`config.mk`:
```
export PLATFORM = sky130hd
export DESIGN_NAME = spi_flash_xfer
export DESIGN_NICKNAME = d
export VERILOG_FILES = /design/src/rtl/sfx_pkg.sv /design/src/rtl/sfx_sck_tick.sv /design/src/rtl/sfx_shift_eng.sv /design/src/rtl/sfx_regs.sv /design/src/rtl/spi_flash_xfer.sv
export SDC_FILE = /design/constraint.sdc
export NUM_CORES = 1
export LEC_CHECK = 0
export BUFFER_PORTS_ARGS = -buffer_cell sky130_fd_sc_hd__buf_2
export CAP_MARGIN = 25
export CORE_MARGIN = 2
export CORE_UTILIZATION = 55
export DETAILED_ROUTE_END_ITERATION = 12
export GPL_TIMING_DRIVEN = 0
export PLACE_DENSITY = 0.85
export SLEW_MARGIN = 25
export SYNTH_ARGS = -nofsm -noshare
export SYNTH_HDL_FRONTEND = slang
export SYNTH_SLANG_ARGS = --single-unit
```
`constraint.sdc`:
```
create_clock -name clk -period 2.82 [get_ports clk]
set_input_delay 0.564 -clock clk [delete_from_list [all_inputs] [get_ports clk]]
set_output_delay 0.564 -clock clk [all_outputs]
set_load 0.02 [all_outputs]
```
`src/rtl/sfx_pkg.sv`:
```
package sfx_pkg;
  localparam int BYTE_W    = 8;
  localparam int NUM_SLOTS = 3;
  localparam int DATA_W    = BYTE_W * NUM_SLOTS;
  localparam int WORD_W    = 32;
  localparam int CNT_LO    = 24;
  localparam int CNT_W     = 2;
  localparam int GO_BIT    = 26;
  localparam int SEL_BIT   = 27;
  localparam int RDY_BIT   = 28;
  localparam int CTRL_LANE = 3;

  // last slot index moved by a count value; value 3 behaves as 2
  function automatic logic [CNT_W-1:0] last_slot(input logic [CNT_W-1:0] cnt);
    return (cnt > CNT_W'(NUM_SLOTS - 1)) ? CNT_W'(NUM_SLOTS - 1) : cnt;
  endfunction
endpackage

```
`src/rtl/sfx_sck_tick.sv`:
```
module sfx_sck_tick #(
  parameter int HALF = 2
) (
  input  logic clk,
  input  logic rst_n,
  input  logic run,
  output logic tick
);
  localparam int CW = (HALF > 1) ? $clog2(HALF) : 1;

  logic [CW-1:0] cnt_q, cnt_d;

  assign tick = run && (cnt_q == CW'(HALF - 1));

  always_comb begin
    cnt_d = cnt_q;
    if (!run)      cnt_d = '0;
    else if (tick) cnt_d = '0;
    else           cnt_d = cnt_q + CW'(1);
  end

  always_ff @(posedge clk or negedge rst_n) begin
    if (!rst_n) cnt_q <= '0;
    else        cnt_q <= cnt_d;
  end
endmodule

```
`src/rtl/sfx_shift_eng.sv`:
```
module sfx_shift_eng
  import sfx_pkg::*;
(
  input  logic              clk,
  input  logic              rst_n,
  input  logic              start,
  input  logic [CNT_W-1:0]  slot_last,
  input  logic [DATA_W-1:0] tx_word,
  input  logic              tick,
  input  logic              miso,
  output logic              busy,
  output logic              sclk,
  output logic              mosi,
  output logic              done,
  output logic [DATA_W-1:0] rx_word
);
  localparam int BC_W = $clog2(DATA_W + 1);

  logic              busy_q, busy_d;
  logic              sclk_q, sclk_d;
  logic              rxb_q, rxb_d;
  logic [DATA_W-1:0] sh_q, sh_d;
  logic [BC_W-1:0]   bc_q, bc_d;
  logic [BC_W-1:0]   nb_q, nb_d;

  always_comb begin
    busy_d = busy_q;
    sclk_d = sclk_q;
    rxb_d  = rxb_q;
    sh_d   = sh_q;
    bc_d   = bc_q;
    nb_d   = nb_q;
    done   = 1'b0;
    if (start && !busy_q) begin
      busy_d = 1'b1;
      sclk_d = 1'b0;
      sh_d   = tx_word;
      bc_d   = '0;
      nb_d   = BC_W'((int'(slot_last) + 1) * BYTE_W);
    end else if (busy_q && tick) begin
      if (!sclk_q) begin
        sclk_d = 1'b1;
        rxb_d  = miso;
      end else begin
        sclk_d = 1'b0;
        sh_d   = {sh_q[DATA_W-2:0], rxb_q};
        bc_d   = bc_q + BC_W'(1);
        if (bc_q == nb_q - BC_W'(1)) begin
          busy_d = 1'b0;
          done   = 1'b1;
        end
      end
    end
  end

  always_ff @(posedge clk or negedge rst_n) begin
    if (!rst_n) begin
      busy_q <= 1'b0;
      sclk_q <= 1'b0;
      rxb_q  <= 1'b0;
      sh_q   <= '0;
      bc_q   <= '0;
      nb_q   <= '0;
    end else begin
      busy_q <= busy_d;
      sclk_q <= sclk_d;
      rxb_q  <= rxb_d;
      if (start || busy_q) begin
        sh_q <= sh_d;
        bc_q <= bc_d;
        nb_q <= nb_d;
      end
    end
  end

  assign busy    = busy_q;
  assign sclk    = sclk_q;
  assign mosi    = busy_q & sh_q[DATA_W-1];
  assign rx_word = sh_d;
endmodule

```
`src/rtl/sfx_regs.sv`:
```
module sfx_regs
  import sfx_pkg::*;
(
  input  logic              clk,
  input  logic              rst_n,
  input  logic              wr_en,
  input  logic [3:0]        be,
  input  logic [WORD_W-1:0] wdata,
  input  logic              busy,
  input  logic              done,
  input  logic [DATA_W-1:0] rx_word,
  output logic [WORD_W-1:0] rdata,
  output logic              sel,
  output logic              start,
  output logic [DATA_W-1:0] tx_word,
  output logic [CNT_W-1:0]  slot_last
);
  logic [DATA_W-1:0] data_q, data_d, data_w;
  logic [CNT_W-1:0]  cnt_q, cnt_d, cnt_w;
  logic              sel_q, sel_d;
  logic              ctrl_wr;
  logic [CNT_W-1:0]  run_last;

  assign ctrl_wr = wr_en && be[CTRL_LANE];
  assign start   = ctrl_wr && wdata[GO_BIT] && !busy;

  always_comb begin
    data_w = data_q;
    cnt_w  = cnt_q;
    for (int i = 0; i < NUM_SLOTS; i++) begin
      if (wr_en && be[i] && !busy) data_w[i*BYTE_W +: BYTE_W] = wdata[i*BYTE_W +: BYTE_W];
    end
    if (ctrl_wr && !busy) cnt_w = wdata[CNT_LO +: CNT_W];
  end

  // slot 0 leaves first: place it at the top of the shift word
  always_comb begin
    for (int i = 0; i < NUM_SLOTS; i++) begin
      tx_word[(NUM_SLOTS-1-i)*BYTE_W +: BYTE_W] = data_w[i*BYTE_W +: BYTE_W];
    end
  end

  assign slot_last = last_slot(cnt_w);
  assign run_last  = last_slot(cnt_q);

  always_comb begin
    data_d = data_w;
    cnt_d  = cnt_w;
    sel_d  = ctrl_wr ? wdata[SEL_BIT] : sel_q;
    if (done) begin
      for (int i = 0; i < NUM_SLOTS; i++) begin
        if (i <= int'(run_last))
          data_d[i*BYTE_W +: BYTE_W] = rx_word[(int'(run_last) - i)*BYTE_W +: BYTE_W];
      end
    end
  end

  always_ff @(posedge clk or negedge rst_n) begin
    if (!rst_n) begin
      data_q <= '0;
      cnt_q  <= '0;
      sel_q  <= 1'b0;
    end else begin
      if (wr_en || done) begin
        data_q <= data_d;
        cnt_q  <= cnt_d;
      end
      if (ctrl_wr) sel_q <= sel_d;
    end
  end

  always_comb begin
    rdata                      = '0;
    rdata[DATA_W-1:0]          = data_q;
    rdata[CNT_LO +: CNT_W]     = cnt_q;
    rdata[SEL_BIT]             = sel_q;
    rdata[RDY_BIT]             = !busy;
  end

  assign sel = sel_q;
endmodule

```
`src/rtl/spi_flash_xfer.sv`:
```
module spi_flash_xfer
  import sfx_pkg::*;
#(
  parameter int SCK_HALF = 2
) (
  input  logic        clk,
  input  logic        rst_n,
  input  logic        reg_wr_en,
  input  logic [3:0]  reg_be,
  input  logic [31:0] reg_wdata,
  output logic [31:0] reg_rdata,
  output logic        spi_sclk,
  output logic        spi_cs_n,
  output logic        spi_mosi,
  input  logic        spi_miso
);
  logic              busy, done, tick, sel, start;
  logic [DATA_W-1:0] tx_word, rx_word;
  logic [CNT_W-1:0]  slot_last;

  sfx_regs u_regs (
    .clk(clk), .rst_n(rst_n), .wr_en(reg_wr_en), .be(reg_be), .wdata(reg_wdata),
    .busy(busy), .done(done), .rx_word(rx_word), .rdata(reg_rdata), .sel(sel),
    .start(start), .tx_word(tx_word), .slot_last(slot_last)
  );

  sfx_sck_tick #(.HALF(SCK_HALF)) u_tick (
    .clk(clk), .rst_n(rst_n), .run(busy), .tick(tick)
  );

  sfx_shift_eng u_eng (
    .clk(clk), .rst_n(rst_n), .start(start), .slot_last(slot_last), .tx_word(tx_word),
    .tick(tick), .miso(spi_miso), .busy(busy), .sclk(spi_sclk), .mosi(spi_mosi),
    .done(done), .rx_word(rx_word)
  );

  assign spi_cs_n = ~sel;
endmodule

```
After elaboration in Yosys (flattened, before gate mapping)
Index checks and enable logic that the tools add are counted.
{ "totals": {"reg_bits": 62, "inputBits": 40, "out_inout_bits": 35} }
{ "classes": {"n_addsub": 6, "n_lt_le_gt_ge": 4, "eq_ne": 1, "shifts": 3, "mux": 28, "n_bitwise": 4, "n_reduce_logical": 23} }
{ "ops": {"columns": ["operator", "count"], "rows": [
  ["$mux W24", 4],
  ["$shiftx A24 B32 Y8", 2],
  ["$mux W8", 5],
  ["$shiftx A24 B6 Y8", 1],
  ["$mux W5", 3],
  ["$logic_and A1 B1 Y1", 13],
  ["$mux W1", 13],
  ["$reduce_and A3 Y1", 3],
  ["$mux W2", 3],
  ["$reduce_bool A2 Y1", 3],
  ["$add A5 B1 Y5 const B", 1],
  ["$eq A5 B5 Y1", 1],
  ["$sub A5 B1 Y5 const B", 1],
  ["$gt A2 B2 Y1 const B", 2],
  ["$not A1 Y1", 3],
  ["$sub A2 B1 Y3 const B", 1],
  ["$sub A2 B2 Y3 const B", 1],
  ["$add A2 B1 Y2 const B", 1],
  ["$le A1 B2 Y1 const A", 1],
  ["$le A2 B2 Y1 const A", 1],
  ["$logic_or A1 B1 Y1", 2],
  ["$reduce_and A2 Y1", 1],
  ["$add A1 B1 Y1 const B", 1],
  ["$and A1 B1 Y1", 1],
  ["$logic_not A1 Y1", 1]
]} }

Longest topological paths before layout
Gate-level depths: netlist of the first run.
{ "logic_depth": {"word_depth": 8, "mapped_depth": 9, "mapped_depth_nobuf": 5} }

By module
A second synthesis of the first run with hierarchy kept.
{ "hier_totals": {"cells_unflattened": 359, "area_unflattened_um2": 3532.1} }
{ "modules_own_cells": {"columns": ["mod", "n_inst", "cells_each", "area_per_inst_um2", "seq_area_each_um2"], "rows": [
  ["sfx_shift_eng", 1, 204, 1798.0, 850.8],
  ["sfx_regs", 1, 151, 1689.1, 675.6],
  ["sfx_sck_tick", 1, 3, 41.3, 25.0],
  ["spi_flash_xfer", 1, 1, 3.8, 0.0]
]} }

Worst setup path after synthesis of the first run
No wires, ideal clock.
{ "synth_path": {"path_kind": "input -> register", "startpoint": "input port reg_be[2]", "endpoint": "register u_regs.data_q[12]", "setup_ps": 124, "arrival_ps": 1864, "required_ps": 2696, "slack_ps": 832, "cell_stages": 7, "cell_sequence": "buf_2 -> and3b_1 -> buf_2 -> mux2i_1 -> a22oi_1 -> and3_1 -> a211o_1"} }
{ "synth_between": {"elab_chain_cells": 7} }
{ "synth_lines": {"columns": ["item", "line", "rtl"], "rows": [
  ["start: declaration", "spi_flash_xfer.sv:9", "input logic [3:0] reg_be,"],
  ["$logic_and A1 B1 Y1 (2 in a row)", "sfx_regs.sv:31", "if (wr_en && be[i] && !busy) data_w[i*BYTE_W +: BYTE_W] = wdata[i*BYTE_W +: BYTE_W];"],
  ["$mux W8", "sfx_regs.sv:31", null],
  ["$mux W24", "sfx_shift_eng.sv:34", "if (start && !busy_q) begin"],
  ["$shiftx A24 B32 Y8", "sfx_regs.sv:53", "data_d[i*BYTE_W +: BYTE_W] = rx_word[(int'(run_last) - i)*BYTE_W +: BYTE_W];"],
  ["$mux W8", "sfx_regs.sv:52", "if (i <= int'(run_last))"],
  ["$mux W24", "sfx_regs.sv:50", "if (done) begin"],
  ["end signal: assignment", "sfx_regs.sv:65", "data_q <= data_d;"],
  ["end: declaration", "sfx_regs.sv:18", "logic [DATA_W-1:0] data_q, data_d, data_w;"]
]} }
No other way between the ends.
A chain may end at the register's enable or synchronous reset.

Worst setup path in the final report of the first run
{ "layout_path": {"startpoint": "register u_eng.bc_q[4]", "endpoint": "register u_regs.data_q[6]"} }
{ "layout_between": {"elab_chain_cells": 6} }
{ "layout_lines": {"columns": ["item", "line", "rtl"], "rows": [
  ["start: declaration", "sfx_shift_eng.sv:23", "logic [BC_W-1:0] bc_q, bc_d;"],
  ["start signal: assignment", "sfx_shift_eng.sv:62", "bc_q <= '0;"],
  ["start signal: assignment", "sfx_shift_eng.sv:70", "bc_q <= bc_d;"],
  ["$eq A5 B5 Y1 (*)", "sfx_shift_eng.sv:48", "if (bc_q == nb_q - BC_W'(1)) begin"],
  ["$mux W1 (*)", "sfx_shift_eng.sv:48", null],
  ["$mux W1 (*)", "sfx_shift_eng.sv:41", "if (!sclk_q) begin"],
  ["$mux W1 (*)", "sfx_shift_eng.sv:40", "end else if (busy_q && tick) begin"],
  ["$mux W1 (*)", "sfx_shift_eng.sv:34", null],
  ["$mux W24 or $logic_or A1 B1 Y1 (tied branches)", "sfx_regs.sv:50, sfx_regs.sv:64", null]
]} }
Every way passes the cells marked *; elsewhere a longest branch is shown, timed or not.

==> results.toml, run 1 <==
[timing]
rsz0062_at_grt = "false"
skew_ns = 0.00778
setup_viol = 0
setup_tns_ns = 0
max_freq_mhz = 443
setup_ws_ns = 0.560
period_needed_ns = 2.26
slew_violations = 0
worst_slew_pin_slew_ns = 0.790
hold_viol = 0
relSlewSlack_pct = 47.3
fin_crit_sh_pct = 80.1

[setup_path]
path_cells = "xnor2_1, mux2i_1, nand2_1, nor2_1, a221oi_1"
setup.worst_path.start_class = "flip-flop"
path_class = "reg2reg"
slowest_stage = "mux2i_1"
r2r_start = "u_eng.bc_q[4]"
r2r-end = "u_regs.data_q[6]"
critPathMaxStageDelay_ns = 0.57
ff2ff_setup_slack_ns = 0.56
crit_fanout = 8
ff2ff_path_depth = 5
cp-end-kind = "flip-flop"
arrival_ns = 2.45
cp.required_ns = 3.01

[yosys]
synth_cell_type_count = 42
synth_ff_type = "dfrtp_1"
synth_cells = 324
synth-edff-count = 0
ys_async_sr_fraction_pct = 100
avgSynthCellArea_um2 = 10.1
syn_area_um2 = 3260
yosysTopAreaCellShare_pct = 47.5
ys_seq_elements = 62
yosys-top-cells-area = "dfrtp_1, mux2i_1, mux2_2"
synthTopCellsByCount = "dfrtp_1, nand2_1, mux2i_1"
synth_top_area_cell = "dfrtp_1"
yosysSeqAreaShare_pct = 47.5
yosysMostFrequentCell = "dfrtp_1"
ys.warnings.count = 0

[pwr]
swShare_pct = 41.7
p_clk_share_pct = 19.4
combPwrFrac_pct = 44.2
powerDensity_nw_per_um2 = 1150
leakagePower_nw = 1.99
vdd_drop_max_v = 0.000500
total_switching_power_w = 0.00187
pwr-share-seq_pct = 36.5
intPower_w = 0.00261

[clock_tree]
cts_buffer_depth = 2
hold_buffers = 0
clkSinkCount = 62
cts_tree = "yes"
htree_levels = 3
cts-root-buf = "clkbuf_8"
post_cts_resized = 0
clkSlewWorstSetupHoldPaths_ns = 0.07
cts_buffers = 9
post_cts_buffers = 0
clock_latency_ns = 0.35

[grt]
antenna_found_initial = 0
first_global_vias = 2938
grt_max_degree = 63
grt_first_pass_wirelength_mm = 13.9
grt_use_total_pct = 28.6
overflow = 0

[floorplan]
rows = 28
initial_utilization_pct = 56.1
die_area_um2 = 6570
ios = 75
die_w_um = 81.0
fp.coreArea_um2 = 5820
dieHeight_um = 81.0

[route]
drc_errors = 0
post_drt_wl_per_cell_um = 18.0
vias = 2918
viasPerCell = 6.05
drtIter0Drc = 311
detail-route-antenna-nets = 0
dr.pass1.iters = 5
wirelength_mm = 8.67

[place]
dp_hpwl_mm = 6.13
port_buffers = 64
post-place-ws_ns = 0.611
place_area_um2 = 3690
place_congestion = 0.934

[hold_path]
hold_path.class = "in2async"

[finish]
fin_area_um2 = 3910
areaGrowthSynthToFinish_pct = 19.7
final_net_count = 443
diodes = 0
drive_above_1_share_pct = 29.0

[flow_run]
drv_cap = 0

[outcome]
status = "complete, no violations"
through the flow:
step / hold WS (ns) / total power, W / cells / utilization [%]
final: 0.269 / 0.00448 / 482 / 67.2
after global routing: 0.358 / 0.00476 / 482 / 67.2
after CTS: 0.330 / 0.00446 / 482 / 67.2
after detailed placement: 0.464 / 0.00357 / 466 / 63.5
after global placement: 0.454 / 0.00349 / 466 / 63.4
after floorplan: 0.268 / 0.00294 / 327 / -
cells by family (layout without fill, tap and decap cells):
group                      count (synthesis)  count (layout)  share of synthesized area (%)
other                                      1               4                          0.115
and+or+nand+nor                           94              94                           13.8
DFF                                       62              62                           47.5
muxes                                     43              43                           13.8
AOI/OAI and AO/OA                         80              80                           16.9
buffers and inverters                     38             118                           6.13
adders and majority gates                  1               1                          0.383
xor gates and xnor gates                   5               5                           1.34
cells in the final DEF (no fill, tap or decap), types with 3 or more instances in the layout:
cell type / count
a221o_1: 10
a22oi_1: 6
a221oi_1: 4
and3_1: 9
dfrtp_1: 62
a31oi_1: 3
o32ai_1: 3
buf_2: 75
mux2i_1: 27
nand4_1: 5
o21ai_0: 11
nor2_1: 21
a21oi_1: 21
conb_1: 4
clkbuf_1: 6
clkbuf_8: 10
xor2_1: 3
inv_1: 11
nand3_1: 10
o21ai_1: 4
a22o_1: 4
o221ai_1: 4
nand2_1: 34
buf_4: 8
mux2_2: 16
nor2b_1: 4
a211oi_1: 6
critical path: cells and delay by family (launching register included):
family / cells / cell delay [ns]
mux: 1 / 0.57
flops: 1 / 0.40
simple gates: 2 / 0.70
compound gates: 1 / 0.22
xor+xnor: 1 / 0.21
routing by layer:
metal / share of wire [%] / track usage (%)
met3: 7.1 / 4.11
met5: 0 / 0
met1: 39 / 35.1
met4: 3.8 / 18.6
met2: 50 / 46.9
flip-flops by register name (all words and copies together), names as in the netlist:
| signal | cells |
|---|---|
| u_eng.sh_q | 24 |
| u_regs.data_q | 24 |
| u_eng.bc_q | 5 |
| u_eng.nb_q | 2 |
| u_regs.cnt_q | 2 |
| u_eng.busy | 1 |
| u_eng.rxb_q | 1 |
| u_eng.sclk | 1 |
| u_regs.sel | 1 |
| u_tick.cnt_q | 1 |
final cells by class:
class	count	area, µm²
timing repair buffer	64	323
clock inverter	4	70.1
buffer	27	159
tap	75	93.8
clock buffer	12	145
multi-input combinational	227	1520
inverter	11	41.3
fill	447	1910
sequential	62	1550
power by group through the flow:
| stage | clock (W) | sequential [W] | combinational [W] |
|---|---|---|---|
| finish | 0.000867 | 0.00163 | 0.00198 |
| global route | 0.000915 | 0.00168 | 0.00216 |
| CTS | 0.000867 | 0.00162 | 0.00197 |
| detailed placement | 0 | 0.00163 | 0.00194 |
| global placement | 0 | 0.00160 | 0.00188 |
| floorplan | 0 | 0.00180 | 0.00114 |
worst max path at each step:
stage | to | start | slack [ns] | cells after the start
CTS | u_regs.data_q[6] | u_eng.bc_q[4] | 0.60 | 5
detailed placement | u_regs.data_q[12] | reg_be[2] | 0.61 | 7
global route | u_regs.data_q[6] | u_eng.bc_q[4] | 0.43 | 5
finish | u_regs.data_q[6] | u_eng.bc_q[4] | 0.56 | 5
global placement | u_regs.data_q[12] | reg_be[2] | 0.64 | 7
floorplan | u_regs.data_q[12] | reg_be[2] | 0.83 | 7
(Power assumes the default switching activity.)
==> inputs of run 2 (changes only) <==
Settings changed: ABC_AREA set to 1, CORE_UTILIZATION 55 to 50, PLACE_DENSITY 0.85 to 0.8.
Clock period 2.82 ns to 1.9 ns, I/O delays scaled along.
==> run 2 against run 1 <==
Against the previous run:
- register-to-register slack lost 0.45 ns
- clock-buffer cell count increased by 1
- via count rose by 26%
- critical endpoint is now u_regs.data_q[4]
- sequential cell count stayed put
- combinational power increased by 100%
- area after synthesis grew 15%
- total power up 66%
- hold slack lost 0.17 ns
- highest routed layer unchanged
==> results.toml, run 2 <==
[yosys]
synth_cell_type_count = 29
synth_cells = 531
ys_async_sr_fraction_pct = 100
synth-edff-count = 0
synth_top_area_cell = "dfrtp_1"
ys.warnings.count = 0
ys_seq_elements = 62
synth_ff_type = "dfrtp_1"
yosys-top-cells-area = "dfrtp_1, nand2_1, nand3_1"
yosysTopAreaCellShare_pct = 41.4
yosysSeqAreaShare_pct = 41.4
syn_area_um2 = 3750
synthTopCellsByCount = "nand2_1, inv_1, dfrtp_1"
yosysMostFrequentCell = "nand2_1"
avgSynthCellArea_um2 = 7.06

[finish]
final_cell_mix = "nand2_1, buf_2, inv_1"
areaGrowthSynthToFinish_pct = 18.1
layout.cells.most_common = "nand2_1"
fillers = 659
multi_input_area_um2 = 1800
reg_top3 = "u_eng.sh_q: 24 flops, u_regs.data_q: 24 flops, u_eng.bc_q: 5 flops"
final_net_count = 652
regArea_um2 = 1550
diodes = 0
drive_above_1_share_pct = 22.0
fin_area_um2 = 4420

[flow_run]
drv_cap = 0

[clock_tree]
htree_levels = 3
cts_tree = "yes"
cts_buffer_depth = 2
cts_buffers = 9
clkSinkCount = 62
post_cts_buffers = 0
clkSlewWorstSetupHoldPaths_ns = 0.07
clock_latency_ns = 0.35
hold_buffers = 0
cts-root-buf = "clkbuf_8"

[timing]
setup_ws_ns = 0.114
relSlewSlack_pct = 45.8
worst_slew_pin_slew_ns = 0.814
rsz0062_at_grt = "true"
slew_violations = 0
fin_crit_sh_pct = 94.0
skew_ns = 0.00557
max_freq_mhz = 560
setup_viol = 0
period_needed_ns = 1.79
hold_viol = 0

[setup_path]
setup.worst_path.start_class = "flip-flop"
r2r_start = "u_eng.sclk"
ff2ff_path_depth = 9
cp-end-kind = "flip-flop"
startpoint = "u_eng.sclk"
ff2ff_setup_slack_ns = 0.11
arrival_ns = 2.06
r2r-end = "u_regs.data_q[4]"
cp.required_ns = 2.18
path_class = "reg2reg"
crit_fanout = 10

[route]
dr.pass1.iters = 5
drc_errors = 0
wirelength_mm = 10.0
viasPerCell = 5.18
vias = 3691
drtIter0Drc = 382
post_drt_wl_per_cell_um = 14.1
detail-route-antenna-nets = 0

[grt]
first_global_vias = 3390
antenna_found_initial = 0
grt_first_pass_wirelength_mm = 16.4
grtUsageMet2_pct = 39.6
grt_use_total_pct = 25.6
grt_util_met1_pct = 34.2
use_met3_pct = 5.68
top_usage_layer = "met2"
overflow = 0
grt_max_degree = 63

[hold_path]
hold_path.class = "in2async"

[pwr]
vdd_drop_max_v = 0.000881
leakagePower_nw = 2.42
powerDensity_nw_per_um2 = 1680

[place]
place_area_um2 = 4220
dp_hpwl_mm = 7.36
post-place-ws_ns = -0.144
port_buffers = 66
place_congestion = 0.937

[floorplan]
die_area_um2 = 8200
initial_utilization_pct = 51.7
fp.coreArea_um2 = 7250
die_w_um = 90.6
dieHeight_um = 90.6
rows = 31
ios = 75

[outcome]
status = "complete, no violations"
==> run 2: critical path: stages (launching register included) <==
cell	delay, ns
dfrtp_1	0.38
clkbuf_4	0.18
nand3_2	0.17
buf_2	0.25
nand2_1	0.09
nand3_1	0.10
nand2_1	0.13
o21ai_1	0.23
nor2_1	0.08
nor2_1	0.10
==> run 2: worst max-delay path by stage <==
stage	end	depth (start not counted)
2_1_floorplan	u_regs.data_q[4]	9
3_3_place_gp	u_regs.data_q[5]	9
3_5_place_dp	u_regs.data_q[5]	9
4_1_cts	u_regs.data_q[4]	9
5_1_grt	u_regs.data_q[4]	9
6_report	u_regs.data_q[4]	9
==> run 2: power by group <==
part / switching [W] / total [W] / leakage [nW] / internal (W)
registers: 0.000357 / 0.00231 / 0.736 / 0.00196
logic: 0.00263 / 0.00404 / 1.59 / 0.00141
clock network: 0.000505 / 0.00107 / 0.0914 / 0.000564
==> run 2: repair_timing <==
| item | in CTS | in global routing |
|---|---|---|
| resized for setup | 1 | 17 |
| setup endpoints to repair | 4 | 14 |
| pin swaps | 0 | 0 |
| cloned | 0 | 0 |
==> run 2: layout make-up <==
type,instances,share of cell area [%]
well taps,99,2.80
multi-input cells,376,40.7
plain buffers,29,4.27
flip-flops and latches,62,35.1
clock buffers,13,3.82
clock inverters,1,0.113
inverters,67,5.68
repair buffers,66,7.52
==> run 2: layer usage <==
layer  share of wire, %  vias up
met5                  0        -
met4                2.0        0
met3                8.0       14
met2                 47      149
met1                 43     1708
li1                   -     1820
==> run 2: cell families (layout without fill, tap and decap cells) <==
group	count (synthesis)	after routing	share of synthesized area, %
adder cells (fa/ha/maj)	1	1	0.334
buffers and inverters	96	176	11.5
other	1	4	0.100
AND/OR/NAND/NOR	316	316	38.1
flip-flops	62	62	41.4
AO/OA/AOI/OAI	53	53	8.08
multiplexers	1	1	0.300
XOR/XNOR	1	1	0.234
==> run 2: stage by stage <==
stage / setup TNS [ns] / instances / hold slack (ns) / utilization [%] / power [W]
detailed placement: -0.708 / 699 / 0.518 / 58.1 / 0.00623
finish: 0 / 713 / 0.103 / 61.0 / 0.00743
floorplan: 0 / 534 / 0.0844 / - / 0.00514
CTS: 0 / 713 / 0.143 / 60.5 / 0.00734
global placement: -0.677 / 699 / 0.515 / 58.1 / 0.00612
global route: -0.0206 / 713 / 0.179 / 61.0 / 0.00802
==> inputs of run 3 (changes only) <==
Settings changed: CTS_CLUSTER_DIAMETER set to 80, PLACE_DENSITY 0.8 to 0.86.
==> run 3 against run 2 <==
Against the previous run:
- clock power is 5% higher
- die area unchanged
- maximum frequency is 1.7% lower
- total power rose by 0.74%
- critical path depth rose by 2
- sequential share of layout area rose by 0.13 points
- routed wire length up 0.96%
- clock skew increased by 0.0013 ns
- critical path type unchanged
- largest power group unchanged
==> results.toml, run 3 (synthesis gave the netlist of run 2 again) <==
[outcome]
status = "complete, no violations"

[floorplan]
ios = 75
rows = 31
die_w_um = 90.6
initial_utilization_pct = 51.7
fp.coreArea_um2 = 7250
die_area_um2 = 8200
dieHeight_um = 90.6

[timing]
rsz0062_at_grt = "true"
setup_viol = 0
setup_tns_ns = 0
slew_violations = 0
fin_crit_sh_pct = 95.6
hold_viol = 0
max_freq_mhz = 550
skew_ns = 0.00685
holdWs_ns = 0.131
relSlewSlack_pct = 47.7
period_needed_ns = 1.82
worst_slew_pin_slew_ns = 0.784

[setup_path]
setup.worst_path.start_class = "flip-flop"
r2r_start = "u_eng.busy"
path_class = "reg2reg"
cp_num_buf_inv = 4
slowest_stage = "dfrtp_1"
crit_fanout = 10
critPathMaxStageDelay_ns = 0.38
arrival_ns = 2.10
path_cells = "inv_1, buf_6, nand3_2, buf_2, o21ai_1, nand2_1, nand2_1, nand3_1, nand2_1, inv_1, nand2_1"
cp.required_ns = 2.18
crit_family = "simple AND/OR/NAND/NOR gates"
cp_common_cell = "nand2_1"
startpoint = "u_eng.busy"
ff2ff_setup_slack_ns = 0.08
r2r-end = "u_regs.data_q[13]"
ff2ff_path_depth = 11
cp-end-kind = "flip-flop"

[clock_tree]
cts_buffers = 9
cts_tree = "yes"
post_cts_buffers = 0
cts_buffer_depth = 2
clkSlewWorstSetupHoldPaths_ns = 0.07
hold_buffers = 0
clkSinkCount = 62
post_cts_resized = 0
htree_levels = 3
cts-root-buf = "clkbuf_8"
clock_latency_ns = 0.34

[pwr]
vdd_drop_max_v = 0.00105
powerDensity_nw_per_um2 = 1700
leakagePower_nw = 2.42
fin_total_pwr_w = 0.00748

[finish]
final_util_pct = 60.8
reg_top3 = "u_eng.sh_q: 24 flops, u_regs.data_q: 24 flops, u_eng.bc_q: 5 flops"
layout.cells.most_common = "nand2_1"
final_net_count = 652
diodes = 0
drive_above_1_share_pct = 20.8
final_cell_mix = "nand2_1, buf_2, inv_1"
areaGrowthSynthToFinish_pct = 17.6

[grt]
grt_max_degree = 63
grt_use_total_pct = 25.8
grt_first_pass_wirelength_mm = 16.9
antenna_found_initial = 0
first_global_vias = 3673
overflow = 0

[hold_path]
hold_path.class = "in2async"

[flow_run]
drv_cap = 0

[route]
dr.pass1.iters = 5
post_drt_wl_per_cell_um = 14.2
drtIter0Drc = 366
viasPerCell = 5.23
detail-route-antenna-nets = 0
wirelength_mm = 10.1
vias = 3742
drc_errors = 0

[place]
dp_hpwl_mm = 7.57
port_buffers = 66
place_congestion = 0.955
==> run 3: cell count changes in the layout (fill, tap and decap cells not counted), sizes merged <==
cell / change
clkinv: +3
clkbuf: -2
bufinv: +1
==> run 3: metrics by stage <==
| step | area, µm² | setup WS [ns] | cells |
|---|---|---|---|
| global route | 4410 | -0.00675 | 715 |
| floorplan | 3760 | 0.306 | 534 |
| global placement | 4210 | -0.0742 | 699 |
| CTS | 4400 | 0.00130 | 715 |
| detailed placement | 4220 | -0.0769 | 699 |
| finish | 4410 | 0.0827 | 715 |
==> run 3: layout make-up <==
cell class | count | area (µm²)
buffer | 29 | 185
clock buffer | 11 | 131
clock inverter | 5 | 50.0
fill | 640 | 2850
inverter | 67 | 251
multi-input combinational | 376 | 1780
sequential | 62 | 1550
tap | 99 | 124
timing repair buffer | 66 | 333
==> run 3: how the worst max path moves through the flow <==
stage / cells past startpoint / slack [ns] / endpoint
after floorplan: 9 / 0.31 / u_regs.data_q[4]
after global placement: 9 / -0.07 / u_regs.data_q[5]
after detailed placement: 9 / -0.08 / u_regs.data_q[5]
after CTS: 9 / 0.001 / u_regs.data_q[5]
after global routing: 11 / -0.007 / u_regs.data_q[15]
final: 11 / 0.08 / u_regs.data_q[13]
==> run 3: power by group <==
group	leakage [nW]	total, W	internal, W	switching (W)
sequential	0.736	0.00232	0.00196	0.000359
clock	0.0968	0.00112	0.000598	0.000518
combinational	1.59	0.00405	0.00140	0.00265
total	2.42	0.00748	0.00395	0.00353
==> run 3: per-layer routing <==
metal,vias to the layer above,global-route usage (%),part of all wire [%]
met3,38,4.01,6.0
met4,0,12.7,3.9
met5,-,0,0
met2,157,41.7,47
met1,1723,33.7,43
li1,1824,-,-
